`src/rtl/ckg_pkg.sv`:
```
package ckg_pkg;
  localparam int STRAP_W = 4;
  localparam int CODE_W  = 5;

  typedef enum logic [1:0] {
    MODE_NORM = 2'd0,
    MODE_TEST = 2'd1,
    MODE_HIZ  = 2'd2
  } out_mode_e;
endpackage

```
`src/rtl/ckg_gate_cell.sv`:
```
module ckg_gate_cell
  import ckg_pkg::*;
(
  input  logic      clk_i,
  input  logic      rst_ni,
  input  logic      src_i,
  input  logic      ref_i,
  input  logic      en_i,
  input  out_mode_e mode_i,
  output logic      out_o,
  output logic      oe_o
);
  logic en_q, out_q, oe_q;

  always_ff @(posedge clk_i or negedge rst_ni) begin
    if (!rst_ni) begin
      en_q  <= 1'b1;
      out_q <= 1'b0;
      oe_q  <= 1'b1;
    end else begin
      // enable is only re-sampled in the low phase of the source
      if (!src_i) en_q <= en_i;
      oe_q <= (mode_i != MODE_HIZ);
      unique case (mode_i)
        MODE_HIZ:  out_q <= 1'b0;
        MODE_TEST: out_q <= ref_i;
        default:   out_q <= src_i & en_q;
      endcase
    end
  end

  assign out_o = out_q;
  assign oe_o  = oe_q;

  assert_no_runt_R4: assert property (@(posedge clk_i) disable iff (!rst_ni)
    ($fell(out_o) && $past(mode_i) == MODE_NORM && $past(mode_i, 2) == MODE_NORM)
    |-> !$past(src_i));

  assert_hiz_R5: assert property (@(posedge clk_i) disable iff (!rst_ni)
    (mode_i == MODE_HIZ) |=> (!oe_o && !out_o));

  assert_bypass_R6: assert property (@(posedge clk_i) disable iff (!rst_ni)
    (mode_i == MODE_TEST) |=> (out_o == $past(ref_i)));
endmodule

```
`src/rtl/ckg_sio_sel.sv`:
```
module ckg_sio_sel (
  input  logic clk_i,
  input  logic rst_ni,
  input  logic base_i,
  input  logic half_i,
  output logic src_o
);
  logic base_d, div_q, sel_q;

  always_ff @(posedge clk_i or negedge rst_ni) begin
    if (!rst_ni) begin
      base_d <= 1'b0;
      div_q  <= 1'b0;
      sel_q  <= 1'b1;
    end else begin
      base_d <= base_i;
      if (base_i && !base_d) div_q <= ~div_q;
      // switch only while both candidates are low
      if (!base_i && !div_q) sel_q <= half_i;
    end
  end

  assign src_o = sel_q ? div_q : base_i;

  assert_sel_switch_low_R8: assert property (@(posedge clk_i) disable iff (!rst_ni)
    !$stable(sel_q) |-> $past(!base_i && !div_q));

  assert_div_toggle_R7: assert property (@(posedge clk_i) disable iff (!rst_ni)
    $rose(base_i) |=> (div_q != $past(div_q)));
endmodule

```
`src/rtl/ckg_fs_sel.sv`:
```
module ckg_fs_sel
  import ckg_pkg::*;
(
  input  logic               clk_i,
  input  logic               rst_ni,
  input  logic [STRAP_W-1:0] strap_i,
  input  logic               ovr_i,
  input  logic [CODE_W-1:0]  reg_i,
  output logic [CODE_W-1:0]  code_o
);
  localparam int PAD_W = CODE_W - STRAP_W;

  logic [STRAP_W-1:0] strap_q;
  logic               got_q;
  logic [CODE_W-1:0]  code_q;

  always_ff @(posedge clk_i or negedge rst_ni) begin
    if (!rst_ni) begin
      strap_q <= '0;
      got_q   <= 1'b0;
      code_q  <= '0;
    end else begin
      if (!got_q) begin
        strap_q <= strap_i;
        got_q   <= 1'b1;
      end
      code_q <= ovr_i ? reg_i : {{PAD_W{1'b0}}, strap_q};
    end
  end

  assign code_o = code_q;

  assert_strap_hold_R10: assert property (@(posedge clk_i) disable iff (!rst_ni)
    got_q |=> $stable(strap_q));

  assert_strap_msb_R9: assert property (@(posedge clk_i) disable iff (!rst_ni)
    !ovr_i |=> !code_o[CODE_W-1]);
endmodule

```
`src/rtl/ckg_top.sv`:
```
module ckg_top
  import ckg_pkg::*;
#(
  parameter int NUM_OUT = 4
) (
  input  logic               clk_i,
  input  logic               rst_ni,
  input  logic [NUM_OUT-1:0] src_clk_i,
  input  logic               ref_clk_i,
  input  logic               sio_base_i,
  input  logic [NUM_OUT-1:0] out_en_i,
  input  logic               sio_en_i,
  input  logic               sio_half_i,
  input  logic               hiz_i,
  input  logic               bypass_i,
  input  logic [STRAP_W-1:0] strap_i,
  input  logic               fs_ovr_i,
  input  logic [CODE_W-1:0]  fs_reg_i,
  output logic [NUM_OUT-1:0] clk_o,
  output logic [NUM_OUT-1:0] clk_oe_o,
  output logic               sio_clk_o,
  output logic               sio_oe_o,
  output logic [CODE_W-1:0]  fs_code_o
);
  out_mode_e mode;
  logic      sio_src;

  // high impedance wins over bypass, bypass wins over gating
  always_comb begin
    if (hiz_i)         mode = MODE_HIZ;
    else if (bypass_i) mode = MODE_TEST;
    else               mode = MODE_NORM;
  end

  for (genvar k = 0; k < NUM_OUT; k++) begin : g_out
    ckg_gate_cell u_cell (
      .clk_i  (clk_i),
      .rst_ni (rst_ni),
      .src_i  (src_clk_i[k]),
      .ref_i  (ref_clk_i),
      .en_i   (out_en_i[k]),
      .mode_i (mode),
      .out_o  (clk_o[k]),
      .oe_o   (clk_oe_o[k])
    );
  end

  ckg_sio_sel u_sio_sel (
    .clk_i  (clk_i),
    .rst_ni (rst_ni),
    .base_i (sio_base_i),
    .half_i (sio_half_i),
    .src_o  (sio_src)
  );

  ckg_gate_cell u_sio_cell (
    .clk_i  (clk_i),
    .rst_ni (rst_ni),
    .src_i  (sio_src),
    .ref_i  (ref_clk_i),
    .en_i   (sio_en_i),
    .mode_i (mode),
    .out_o  (sio_clk_o),
    .oe_o   (sio_oe_o)
  );

  ckg_fs_sel u_fs_sel (
    .clk_i   (clk_i),
    .rst_ni  (rst_ni),
    .strap_i (strap_i),
    .ovr_i   (fs_ovr_i),
    .reg_i   (fs_reg_i),
    .code_o  (fs_code_o)
  );
endmodule

```
`config.mk`:
```
export PLATFORM = sky130hd
export DESIGN_NAME = ckg_top
export DESIGN_NICKNAME = d
export VERILOG_FILES = /design/src/rtl/ckg_pkg.sv /design/src/rtl/ckg_gate_cell.sv /design/src/rtl/ckg_sio_sel.sv /design/src/rtl/ckg_fs_sel.sv /design/src/rtl/ckg_top.sv
export SDC_FILE = /design/constraint.sdc
export NUM_CORES = 1
export LEC_CHECK = 0
export CORE_MARGIN = 4
export CORE_UTILIZATION = 40
export CTS_CLUSTER_DIAMETER = 40
export DETAILED_ROUTE_END_ITERATION = 6
export GPL_TIMING_DRIVEN = 0
export HOLD_SLACK_MARGIN = 0.1
export PLACE_DENSITY_LB_ADDON = 0.2
export SLEW_MARGIN = 30
export SYNTH_ARGS = -nofsm -noshare
export SYNTH_HDL_FRONTEND = slang
export SYNTH_SLANG_ARGS = --single-unit
```
`constraint.sdc`:
```
create_clock -name clk_i -period 1.5 [get_ports clk_i]
set_input_delay 0.45 -clock clk_i [delete_from_list [all_inputs] [get_ports clk_i]]
set_output_delay 0.45 -clock clk_i [all_outputs]
set_load 0.05 [all_outputs]
```
==> impl_results.md, run 1 <==
* Post-synth top flop: dfrtp_1
* Die Y at 56.44 um
* Drc violations at 0
* CTS tree: done
* Share of Yosys cell area claimed by the top area cell type at 0.4533
* Global-route wire length before repair at slightly below 3000 um
* Layout Skew at between 0.002 and 0.003 ns
* Post-CTS Setup Inserts at 0
* Pleak at ~0.63 nW
* Arr. time, crit path at 1.14 ns
* Synthesized instance count at 64
* Vias at a little over 600
* Crit path to: clk_oe_o[3]
* Failing checks: setup timing
* Fmax achieved at about 630 MHz
* Pwr Density at roughly 1200 nW/um^2
* Clock-pin slew on the worst setup and hold paths at roughly 0.12 ns
* Clock sink count at 24
* Synthesized Nets at 90
* Max cap viols at 0
* Fraction of registers with async set/reset at 1.000
* Initial Utilization at 0.4242
* Avg Inst Size Synth at roughly 15 sq um
* Synth Cell Area at between 900 and 1000 sq um
* FF-to-FF Start: u_sio_sel.sel_q
* GRT overflow at 0
* Maximum clock path buffer count at 2
* Initial DRC Count at 9
* Most instantiated cells after synthesis: 17 x dfrtp_1, 14 x mux2_2, 8 x buf_4
* Overall Global Routing Usage at 0.1158
* Worst Setup Slack, final at -0.09255 ns
* Final hold vios at 0
* Die Width at 56.44 um
* Fin nets at 135
* Antenna diode count at 0
* Sequential share of the synthesized area at 0.6493
* Worst r2r dst: u_sio_cell.en_q
* H-tree Lvls at 1
* Critical Path RT at about 1.1 ns
* Row Count at 17
* Num CTS Buffers at 3
* DR WL/cell at 12.22 um
* Final setup TNS at -0.4056 ns
* Core box area at ~2200 sq um
* Tmin final at ~1.6 ns
* Leading post-synthesis cells by cell area: dfrtp_1 45%, dfstp_2 20%, mux2_2 17%
* Top-count cell post-synth: dfrtp_1
* Vias in the first global route at between 600 and 700
* WL final at between 1500 and 2000 um
* Io pins at 41
* Unrepaired setup endpoints after global routing: true
* Kind of end point of the critical path: primary output
* Pwr Total at 1.652 mW
* DR pass1 iterations at 4
* Reg-to-reg setup timing slack at 0.28 ns
* Max-slew violation total from the final report at 0
* Final ANT Viol Nets at 0
* Setup violators final at 5
* Post-DP HPWL at about 1300 um
* Netlist cell types at 16
* Clock Latency Late Sink at approximately 0.30 ns
* Crit Path Class: reg -> out
* CTS root buffer: clkbuf_4
* DIE AREA at 3185 sq um
* Vias per Instance at between 4 and 5
* CTS hold repair buffers at 0
* Period utilization at 1.062
* Peak supply drop at 0.8336 mV
* Layout cell share with drive strength beyond 1 at 0.4537
* Area grow syn2layout at 51.20%
* Worst setup path start: u_sio_cell.oe_o
* Critical path launch point type: flop
* Worst Hold Class: in -> async
* Number of flops mapped to enable cells by yosys at 0
* GPL Wtd Cong at around 0.70
* Critical Path Fanout Max at 5
* Initial antenna violation count at 0
* FF-to-FF path depth at 2
* Status: finished, violations left
* Synth Register Bits at 24
* Yosys top cell by area: dfrtp_1
* Synth Warn # at 0
* Port Buffers at 40
* Pin count of the biggest net entering global routing at 25
cell families (layout without fill, tap and decap cells):
| group | after synthesis | after routing | share of synthesized area |
|---|---|---|---|
| simple gates | 9 | 9 | 0.06267 |
| compound gates | 5 | 5 | 0.02801 |
| other cells | 1 | 1 | 0.003996 |
| xor+xnor | 1 | 1 | 0.009335 |
| buf+inv | 9 | 53 | 0.06800 |
| mux | 15 | 15 | 0.1787 |
| flops | 24 | 24 | 0.6493 |
per-stage QoR:
| step | setup slack (ns) | util | instance area [sq um] | instances | hold slack (ns) |
|---|---|---|---|---|---|
| after floorplan | 0.1000 | - | 938.4 | 64 | 0.1544 |
| after global placement | -0.3730 | 0.6210 | 1374 | 132 | 0.4811 |
| after detailed placement | -0.4003 | 0.6188 | 1369 | 132 | 0.4532 |
| after CTS | -0.1139 | 0.6448 | 1426 | 136 | 0.1055 |
| after global routing | -0.1487 | 0.6414 | 1419 | 136 | 0.1146 |
| final | -0.09255 | 0.6414 | 1419 | 136 | 0.09007 |
layer usage:
| layer | GRT usage | vias to the layer above | share of wire |
|---|---|---|---|
| met5 | 0 | - | 0 |
| met3 | 0.03448 | 4 | 0.085 |
| met4 | 0.06780 | 0 | 0.023 |
| li1 | - | 298 | - |
| met2 | 0.1914 | 27 | 0.49 |
| met1 | 0.1307 | 294 | 0.40 |
cells in the final DEF, fill, tap and decap left out:
cell | netlist | final
mux2i_1 | 1 | 1
a21oi_1 | 4 | 4
dfstp_2 | 7 | 7
buf_8 | 0 | 4
o22ai_1 | 1 | 1
clkdlybuf4s15_2 | 0 | 2
nand3b_1 | 4 | 4
xnor2_1 | 1 | 1
clkdlybuf4s50_1 | 0 | 24
or3b_1 | 1 | 1
mux2_2 | 14 | 14
nand2b_1 | 1 | 1
buf_2 | 0 | 5
clkbuf_4 | 0 | 3
inv_1 | 1 | 1
buf_4 | 8 | 11
conb_1 | 1 | 1
nand2_1 | 1 | 1
buf_6 | 0 | 2
dfrtp_1 | 17 | 17
and2_1 | 1 | 1
bufinv_16 | 0 | 1
nor2_1 | 1 | 1
flip-flops by register name, summed over array words and instances (netlist names):
signal and count:
g_out.u_cell.out_o 4, u_fs_sel.got_q 1, u_sio_sel.base_d 1, u_fs_sel.code_o 5, u_fs_sel.strap_q 4, g_out.u_cell.en_q 4, u_sio_cell.en_q 1, u_sio_sel.div_q 1
u_sio_cell.out_o 1, u_sio_sel.sel_q 1, u_sio_cell.oe_o 1
worst min path at each step:
stage	cells past startpoint	end	slack, ns
floorplan	0	g_out[0].u_cell.out_o	0.15
global placement	1	u_fs_sel.code_o[1]	0.48
detailed placement	1	g_out[0].u_cell.out_o	0.45
CTS	1	g_out[0].u_cell.out_o	0.11
global route	1	g_out[0].u_cell.out_o	0.11
finish	1	g_out[0].u_cell.out_o	0.09
timing repair:
item,in CTS,in global routing
setup endpoints to repair,15,13
pin swaps,0,0
endpoints found under the hold margin,0,0
resized for setup,76,18
power breakdown:
part / switching (mW) / leakage (nW) / internal, mW
Clock: 0.179 / 0.0279 / 0.270
Combinational: 0.191 / 0.317 / 0.202
Sequential: 0.0460 / 0.281 / 0.765
worst max-delay path, cell delays in order, from the launching register on:
cell,delay (ns)
dfstp_2,0.59
buf_4,0.12
buf_8,0.13
final cells by class:
cell class | count | area, sq um
plain buffers | 8 | 60.06
clock inverters | 1 | 30.03
multi-input cells | 31 | 265.3
flip-flops and latches | 24 | 609.3
repair buffers | 40 | 392.9
clock buffers | 3 | 22.52
well taps | 28 | 35.03
inverters | 1 | 3.754
fillers | 185 | 793.3
(Power assumes the default switching activity.)
==> run 2, diff against run 1 <==
Settings changed: CORE_UTILIZATION 40 to 36.
Clock period 1.5 ns to 1.32 ns, I/O delays scaled along.
==> run 2 against run 1 <==
Net effect: cell count down 0.74%; combinational power up 16%; core utilization down 6.9 points; highest routed layer unchanged; clock skew down 0.0019 ns; the flow still finishes with violations (setup timing); worst setup slack worse by 0.12 ns; design area about the same; wire length down 8.4%.
==> impl_results.md, run 2 (synthesis results as in run 1) <==
* Row Count at 18 (was 17)
* CTS tree: done (unchanged)
* Fin nets at 132 (was 135)
* Peak supply drop at 0.8100 mV (was 0.8336 mV)
* Status: finished, violations left (unchanged)
* WL final at 1523 um (was 1662 um)
* Maximum clock path buffer count at 2 (unchanged)
* Drc violations at 0 (unchanged)
* Max-slew violation total from the final report at 0 (unchanged)
* Critical path launch point type: flop (unchanged)
* Layout cell share with drive strength beyond 1 at 0.4286 (was 0.4537)
* Hold path cells at 1
* H-tree Lvls at 1 (unchanged)
* Vias in the first global route at 647 (was 676)
* Pwr Density at 1227 nW/um^2 (was 1164 nW/um^2)
* Crit-path slowest cell: dfstp_2 (unchanged)
* Post-DP HPWL at 1248 um (was 1330 um)
* DIE AREA at 3487 sq um (was 3185 sq um)
* Max cap viols at 0 (unchanged)
* Worst Setup Slack, final at -0.2094 ns (was -0.09255 ns)
* Layout Skew at 0.0006183 ns (was 0.002543 ns)
* FF-to-FF path depth at 2 (unchanged)
* Final ANT Viol Nets at 0 (unchanged)
* Fmax achieved at about 650 MHz
* Place WS at -0.5233 ns (was -0.4003 ns)
* Core box area at 2477 sq um (was 2212 sq um)
* Worst Hold Class: reg -> reg (was in -> async)
* Kind of end point of the critical path: primary output (unchanged)
* Overall Global Routing Usage at 0.1062 (was 0.1158)
* Critical Path RT at 0.92 ns (was 1.05 ns)
* Top cell family by delay on the critical path: flip-flops (unchanged)
* Critical path depth at 2 (unchanged)
* Slowest stage delay, CP at 0.58 ns (was 0.59 ns)
* CTS root buffer: clkbuf_4 (unchanged)
* Tmin final at 1.529 ns
* Beginning of the worst hold path: u_sio_sel.div_q
* Die Y at 59.06 um (was 56.44 um)
* Pleak at 0.6151 nW (was 0.6258 nW)
* Post-CTS Setup Inserts at 0 (unchanged)
* Initial Utilization at 0.3788 (was 0.4242)
* Critical Path Fanout Max at 5 (unchanged)
* DR WL/cell at 11.28 um (was 12.22 um)
* Max FFs per register at 5 (unchanged)
* FF-to-FF Start: u_sio_sel.sel_q (unchanged)
* Vias at 597 (was 623)
* Num CTS Buffers at 3 (unchanged)
* Pwr Total at 1.739 mW (was 1.652 mW)
* WP buf/inv at 2 (unchanged)
* Final hold vios at 0 (unchanged)
* Clock Latency Late Sink at 0.30 ns (about the same)
* GRT overflow at 0 (unchanged)
* Global-route wire length before repair at 2766 um (was 2884 um)
* Area grow syn2layout at 51.07% (was 51.20%)
* Most common cell after layout, fill and taps aside: clkdlybuf4s50_1 (unchanged)
* Most frequent cells in the layout: 24 x clkdlybuf4s50_1, 17 x dfrtp_1, 14 x mux2_2 (unchanged)
* Period utilization at 1.159
* DR pass1 iterations at 2 (was 4)
* Crit Path Class: reg -> out (unchanged)
* Failing checks: setup timing (unchanged)
* Die Width at 59.06 um (was 56.44 um)
* Critical Path, Cell by Cell: buf_4 -> buf_8 (unchanged)
* Arr. time, crit path at 1.13 ns (was 1.14 ns)
* Antenna diode count at 0 (unchanged)
* Port Buffers at 40 (unchanged)
* Vias per Instance at 4.422 (was 4.581)
* Clock sink count at 24 (unchanged)
* Initial antenna violation count at 0 (unchanged)
* Pin count of the biggest net entering global routing at 25 (unchanged)
* Setup violators final at 5 (unchanged)
* Clock-pin slew on the worst setup and hold paths at 0.12 ns (about the same)
* Io pins at 41 (unchanged)
* Initial DRC Count at 8 (was 9)
* Worst setup path start: u_sio_cell.oe_o (unchanged)
* GPL Wtd Cong at 0.7827 (was 0.6993)
* Unrepaired setup endpoints after global routing: true (unchanged)
run 2: area by class of cell:
class | instances | area [sq um]
Buffer | 4 | 30.03
Inverter | 1 | 3.754
Timing Repair Buffer | 41 | 435.4
Fill cell | 215 | 1060
Multi-Input combinational cell | 31 | 265.3
Sequential cell | 24 | 609.3
Tap cell | 30 | 37.54
Clock buffer | 4 | 36.28
run 2: through the flow:
step | utilization | hold WS (ns) | TNS [ns] | cell area (sq um) | instances
after floorplan | - | 0.1004 | -0.1039 | 938.4 | 64
after global placement | 0.5556 | 0.4828 | -12.60 | 1376 | 134
after detailed placement | 0.5535 | 0.3932 | -5.858 | 1371 | 134
after CTS | 0.5641 | 0.5090 | -1.144 | 1398 | 135
after global routing | 0.5722 | 0.5315 | -1.386 | 1418 | 135
final | 0.5722 | 0.5060 | -0.9955 | 1418 | 135
run 2: final timing paths:
path                                        endpoint  slack [ns]
worst max-delay path                     clk_oe_o[2]       -0.21
max in group asynchronous       g_out[0].u_cell.en_q        0.39
min in group asynchronous        u_fs_sel.strap_q[3]        0.58
worst min register to register       u_sio_sel.div_q        0.51
worst max register to register       u_sio_cell.en_q        0.10
worst min-delay path                 u_sio_sel.div_q        0.51
run 2: routing by layer:
layer  vias to the layer above  share of wire  GRT usage
li1                        290              -          -
met1                       288           0.41     0.1183
met2                        17           0.52     0.1830
met3                         2          0.058    0.03486
met4                         0         0.0098    0.04854
met5                         -              0          0
run 2: repair_timing:
action	in CTS	in global routing
resized for setup	101	12
endpoints found under the setup margin	15	11
hold endpoints to repair	17	0
hold buffers	1	0
run 2: power by group:
group          internal [mW]  switching, mW
combinational          0.241          0.215
clock                  0.168          0.192
sequential             0.869         0.0549
==> run 3, diff against run 2 <==
Settings changed: HOLD_SLACK_MARGIN 0.1 to 0.12.
==> results of run 3 <==
The final DEF is identical to that of run 2; final timing and power are the same.
